**config.mk**
```make
export PLATFORM = sky130hd
export DESIGN_NAME = wdtKeyed
export DESIGN_NICKNAME = d
export VERILOG_FILES = /design/src/rtl/wdtKeyedPkg.sv /design/src/rtl/wdtKeyTracker.sv /design/src/rtl/wdtControl.sv /design/src/rtl/wdtDatapath.sv /design/src/rtl/wdtKeyed.sv
export SDC_FILE = /design/constraint.sdc
export NUM_CORES = 1
export LEC_CHECK = 0
export BUFFER_PORTS_ARGS = -buffer_cell sky130_fd_sc_hd__buf_2
export CAP_MARGIN = 5
export CORE_UTILIZATION = 40
export DETAILED_ROUTE_END_ITERATION = 8
export PLACE_DENSITY_LB_ADDON = 0.08
export SYNTH_ARGS = -nofsm -noshare
export SYNTH_HDL_FRONTEND = slang
export SYNTH_SLANG_ARGS = --single-unit
```
**constraint.sdc**
```tcl
create_clock -name clk -period 5.6 [get_ports clk]
set_input_delay 0.28 -clock clk [delete_from_list [all_inputs] [get_ports clk]]
set_output_delay 0.28 -clock clk [all_outputs]
set_load 0.01 [all_outputs]
```
**src/rtl/wdtKeyedPkg.sv**
```systemverilog
package wdtKeyedPkg;
  // Strobes from the control path to the datapath
  typedef struct packed {
    logic loadCnt;   // load countdown from the written reload value
    logic clearPre;  // restart the prescaler
    logic runEn;     // timer is running this cycle
  } wdtStrobe_t;

  localparam int KEY_W     = 2;
  localparam int KEY_ARM   = 1;
  localparam int KEY_FIRE  = 2;
endpackage

```
**src/rtl/wdtKeyTracker.sv**
```systemverilog
module wdtKeyTracker
  import wdtKeyedPkg::*;
(
  input  logic             clk,
  input  logic             rstN,
  input  logic             wrEn,
  input  logic [KEY_W-1:0] keyField,
  output logic             fire
);
  logic armed;

  assign fire = wrEn && armed && (keyField == KEY_W'(KEY_FIRE));

  always_ff @(posedge clk) begin
    if (!rstN) begin
      armed <= 1'b0;
    end else if (wrEn) begin
      armed <= !armed && (keyField == KEY_W'(KEY_ARM));
    end
  end

  // a tracker only arms on a write carrying the arm code while idle
  assert_arm_needs_code1_R2: assert property (@(posedge clk) disable iff (!rstN)
    $rose(armed) |-> $past(wrEn && keyField == KEY_W'(KEY_ARM)));
endmodule

```
**src/rtl/wdtControl.sv**
```systemverilog
module wdtControl
  import wdtKeyedPkg::*;
#(
  parameter int DATA_W  = 32,
  parameter int RUN_LSB = 24,
  parameter int SVC_LSB = 26
) (
  input  logic              clk,
  input  logic              rstN,
  input  logic              wrEn,
  input  logic [DATA_W-1:0] wrData,
  output wdtStrobe_t        strobe,
  output logic              running
);
  localparam int NUM_KEYS = 2;
  logic [NUM_KEYS-1:0] keyFire;

  for (genvar g = 0; g < NUM_KEYS; g++) begin : gKey
    localparam int LSB = (g == 0) ? RUN_LSB : SVC_LSB;
    wdtKeyTracker uTrk (
      .clk      (clk),
      .rstN     (rstN),
      .wrEn     (wrEn),
      .keyField (wrData[LSB +: KEY_W]),
      .fire     (keyFire[g])
    );
  end

  logic runFire, svcFire;
  assign runFire = keyFire[0];
  assign svcFire = keyFire[1];

  always_ff @(posedge clk) begin
    if (!rstN) running <= 1'b0;
    else if (runFire) running <= !running;
  end

  always_comb begin
    strobe.runEn    = running;
    strobe.loadCnt  = (runFire && !running) || (svcFire && running);
    strobe.clearPre = strobe.loadCnt;
  end

  // the running state changes only after a completed run-key pair
  assert_run_toggle_keyed_R3: assert property (@(posedge clk) disable iff (!rstN)
    (running != $past(running)) |-> $past(runFire));
endmodule

```
**src/rtl/wdtDatapath.sv**
```systemverilog
module wdtDatapath
  import wdtKeyedPkg::*;
#(
  parameter int RELOAD_W   = 24,
  parameter int PRESCALE_W = 8
) (
  input  logic                clk,
  input  logic                rstN,
  input  logic                wrEn,
  input  logic [RELOAD_W-1:0] wrReload,
  input  wdtStrobe_t          strobe,
  output logic [RELOAD_W-1:0] reloadVal,
  output logic                timeout
);
  localparam logic [PRESCALE_W-1:0] PRE_LAST = '1;

  logic [PRESCALE_W-1:0] pre;
  logic [RELOAD_W-1:0]   cnt;
  logic                  tick, expire;

  assign tick   = strobe.runEn && !strobe.loadCnt && (pre == PRE_LAST);
  assign expire = tick && (cnt <= RELOAD_W'(1));

  always_ff @(posedge clk) begin
    if (!rstN) reloadVal <= '0;
    else if (wrEn) reloadVal <= wrReload;
  end

  always_ff @(posedge clk) begin
    if (!rstN) pre <= '0;
    else if (strobe.clearPre) pre <= '0;
    else if (strobe.runEn) pre <= pre + 1'b1;
  end

  always_ff @(posedge clk) begin
    if (!rstN) begin
      cnt     <= '0;
      timeout <= 1'b0;
    end else begin
      timeout <= expire;
      if (strobe.loadCnt) cnt <= wrReload;
      else if (expire) cnt <= reloadVal;
      else if (tick) cnt <= cnt - 1'b1;
    end
  end

  // the timeout pulse lasts a single cycle
  assert_pulse_single_R6: assert property (@(posedge clk) disable iff (!rstN)
    timeout |=> !timeout);
  // no timeout unless the timer was running
  assert_no_timeout_stopped_R8: assert property (@(posedge clk) disable iff (!rstN)
    timeout |-> $past(strobe.runEn));
  // a stopped timer keeps its countdown
  assert_count_frozen_R8: assert property (@(posedge clk) disable iff (!rstN)
    (!strobe.runEn && !strobe.loadCnt) |=> $stable(cnt));
endmodule

```
**src/rtl/wdtKeyed.sv**
```systemverilog
module wdtKeyed
  import wdtKeyedPkg::*;
#(
  parameter int RELOAD_W   = 24,
  parameter int PRESCALE_W = 8
) (
  input  logic        clk,
  input  logic        rstN,
  input  logic        wrEn,
  input  logic [31:0] wrData,
  output logic [31:0] rdData,
  output logic        timeout
);
  localparam int DATA_W   = 32;
  localparam int RUN_LSB  = 24;
  localparam int SVC_LSB  = 26;
  localparam int STAT_BIT = DATA_W - 1;

  wdtStrobe_t          strobe;
  logic                running;
  logic [RELOAD_W-1:0] reloadVal;

  wdtControl #(.DATA_W(DATA_W), .RUN_LSB(RUN_LSB), .SVC_LSB(SVC_LSB)) uCtl (
    .clk     (clk),
    .rstN    (rstN),
    .wrEn    (wrEn),
    .wrData  (wrData),
    .strobe  (strobe),
    .running (running)
  );

  wdtDatapath #(.RELOAD_W(RELOAD_W), .PRESCALE_W(PRESCALE_W)) uDp (
    .clk       (clk),
    .rstN      (rstN),
    .wrEn      (wrEn),
    .wrReload  (wrData[RELOAD_W-1:0]),
    .strobe    (strobe),
    .reloadVal (reloadVal),
    .timeout   (timeout)
  );

  always_comb begin
    rdData                 = '0;
    rdData[RELOAD_W-1:0]   = reloadVal;
    rdData[STAT_BIT]       = running;
  end
endmodule

```
==> results.cfg <==
[setup_path]
crit_fanout = 28
cp_cell_sequence = buf_2 -> nand4b_1 -> mux2i_2 -> buf_4 -> nor3_1 -> a31o_1
critPathSlowestCell = mux2i_2
rr_endpoint = uDp.cnt[0]
path_delay_family = buffers and inverters
crit_required_ns = 5.83
crit_buf_inv = 2
r2r_start = uDp.cnt[7]
start_kind = input pin
critPathLaunch = wrEn
arrival_ns = 2.86
rrSetupSlack_ns = 3.03
slowest_delay_ns = 0.81
crit_path_end = uDp.cnt[22]
cp-end-kind = register
r2r_cells = 5
crit_type = input pin to register
cp_num_cells = 6

[logic_synthesis]
seq_area_frac_synth = 0.368
synth_edf_count = 0
synth_ff_type = dfxtp_1
synth-seq-cells = 60
netlist_area_um2 = 3260
synthArstFlopShare = 0
syn_inst = 378
syn_area_per_cell_um2 = 8.63
yosysUniqueCellTypes = 55
yosys_warnings = 0

[timing]
tns_ns = 0
maxSlewHeadroom = 0.364
rsz0062_at_grt = false
timing.final.max_slew_violations = 0
fmax_mhz = 381
post-route-min-period_ns = 2.62
hold_viol = 0
setup_viol = 0
tightest_slew_ns = 0.936
finClkSkew_ns = 0.00768
hold_ws_ns = 0.187
fin_crit_sh = 0.469

[power_and_ir_drop]
p_sw_mw = 0.245
p_comb_frac = 0.126
power.density_nw_per_um2 = 248
seqPwrFrac = 0.484
power.leakage_nw = 1.63
peakVddDrop_mv = 0.107
p_sw_frac = 0.264
power_frac_clock = 0.390
internal-power_mw = 0.683

[final_layout]
fillers = 806
syn_to_final_growth_pct = 14.5
fin_nets = 462
drive_gt1_frac = 0.203
final_cells = 531
multi_input_area_um2 = 1910
antennaDiodeCount = 0
regArea_um2 = 1200

[grt]
antenna_found_initial = 0
track_usage = 0.208
grt_overflow = 0
grt_max_degree = 47
grt_pass1_wl_mm = 13.8
grt_pass1_vias = 2703

[floorplan]
initial_core_util = 0.418
num_rows = 32
io_pins = 68
die_area_um2 = 8520
coreArea_um2 = 7810
die_y_um = 92.3
die_w_um = 92.3

[clocking]
ctsHoldBuffers = 0
ctsResizeCount = 0
worstSkewPairLatency_ns = 0.34
post_cts_buffers = 0
cts_made_buffers = 9
cts.sink_count = 60
htreeDepth = 3
clk_pin_slew_ns = 0.07
cts_root_buffer = clkbuf_8
cts_tree = built
cts.path.max_buffers = 2

[routing]
antenna_left = 0
vias_per_cell = 5.52
drc = 0
num_vias = 2929
avgRoutedWirePerCell_um = 15.8
met1_length_mm = 4.13
first_pass_iters = 4
top_layer = met4
wl_met2_mm = 3.77
met3WireLength_um = 349
wl_mm = 8.37
drt-initial-drc-count = 143

[placement]
dp_hpwl_mm = 5.54
dp_cells = 515
gp_congestion = 0.841
io_buffers = 56

[hold_path]
hp-class = input pin to register

[run_status]
status = finished clean

[job]
cap_violations = 0
==> power groups by stage <==
stage                     sequential, mW  combinational (mW)  clock, mW
final                              0.449               0.117      0.362
after global routing               0.450               0.129      0.397
after CTS                          0.449               0.118      0.373
after detailed placement           0.458               0.118          0
after global placement             0.458               0.116          0
after floorplan                    0.461              0.0794          0
==> placed cells by master (no fill, tap or decap), types with 3 or more instances in the layout <==
cell type	Yosys	final
a311oi_1	3	3
o21bai_1	4	4
dfxtp_1	60	60
o211ai_1	3	3
nand4_1	3	3
nor2_1	56	56
nor4_1	9	9
nand4b_1	4	4
o32ai_1	3	3
o32ai_2	3	3
xnor2_1	11	11
and3_1	17	17
nor3b_1	3	3
clkbuf_8	0	12
or3_1	4	4
o22ai_1	7	7
o21ai_1	7	7
nand2_1	16	16
a21oi_1	21	21
o31a_1	5	5
ha_1	3	3
mux2i_1	33	32
nor3_1	13	13
o21ai_0	7	7
nand3_1	13	13
clkbuf_1	12	3
conb_1	1	7
xor2_1	6	6
a31oi_1	3	3
buf_4	9	4
buf_2	5	56
==> sequential cells by signal, summed over array words and instances, names as in the netlist <==
name                  flops
uCtl.gKey.uTrk.armed      2
uDp.cnt                  24
uDp.timeout               1
uDp.reloadVal            24
uDp.pre                   8
uCtl.running              1
==> per-stage QoR <==
stage	setup slack [ns]	power (mW)	utilization	area, µm²
after floorplan	3.60	0.541	-	3290
after global placement	2.62	0.574	0.455	3560
after detailed placement	2.58	0.576	0.455	3560
after CTS	2.94	0.940	0.479	3740
after global routing	2.75	0.976	0.479	3740
final	2.98	0.928	0.479	3740
==> Yosys cell counts, drive strengths merged, types with 2 or more instances <==
cell	count	area share
a31o	2	0.0054
o211ai	3	0.0069
nor2	56	0.064
nor4	11	0.028
o21bai	4	0.0092
and3	17	0.033
or4	2	0.0069
or3	4	0.0077
dfxtp	60	0.37
mux2i	33	0.10
o31a	5	0.013
nand2	16	0.018
nor3	13	0.020
a311oi	3	0.0081
a211oi	2	0.0046
xnor2	11	0.030
inv	3	0.0035
and2	2	0.0038
clkbuf	12	0.014
nor3b	4	0.013
nand2b	2	0.0038
o211a	2	0.0061
a21oi	21	0.032
o32ai	6	0.023
o21ai	14	0.021
buf	19	0.039
nand4b	4	0.011
nand3	13	0.020
nand4	3	0.0058
a31oi	3	0.0058
ha	3	0.012
xor2	6	0.016
o22ai	7	0.013
==> cells by family after synthesis <==
family | Yosys count | share of synthesized area
xor+xnor | 17 | 0.0456
buf+inv | 34 | 0.0560
compound gates | 80 | 0.173
simple gates | 149 | 0.240
other cells | 1 | 0.00115
flops | 60 | 0.368
fa+ha+maj | 3 | 0.0115
mux | 34 | 0.105
==> layout make-up <==
cell class,instances,area share
clock buffer,15,0.0472
multi-input combinational,290,0.510
inverter,3,0.00301
timing repair buffer,60,0.0830
tap,102,0.0341
sequential,60,0.321
clock inverter,1,0.00134
==> how the worst min path moves through the flow <==
stage | start | to | slack [ns] | cells after the start
after CTS | wrData[2] | uDp.reloadVal[2] | 0.18 | 3
after global placement | uDp.reloadVal[17] | uDp.reloadVal[17] | 0.50 | 2
after floorplan | wrData[6] | uDp.cnt[6] | 0.42 | 2
final | wrData[2] | uDp.reloadVal[2] | 0.19 | 3
after detailed placement | uDp.reloadVal[15] | uDp.reloadVal[15] | 0.50 | 2
after global routing | wrData[11] | uDp.reloadVal[11] | 0.19 | 3
==> worst min-delay path: cells and delay by family <==
family	cells	cell delay, ns
buf+inv	1	0.09
simple gates	1	0.07
mux	1	0.06
==> layer usage <==
layer  global-route usage  vias to the layer above
li1                     -                     1466
met1                0.285                     1369
met2                0.319                       84
met3               0.0378                       10
met4               0.0885                        0
met5                    0                        -
(Power assumes the default switching activity.)
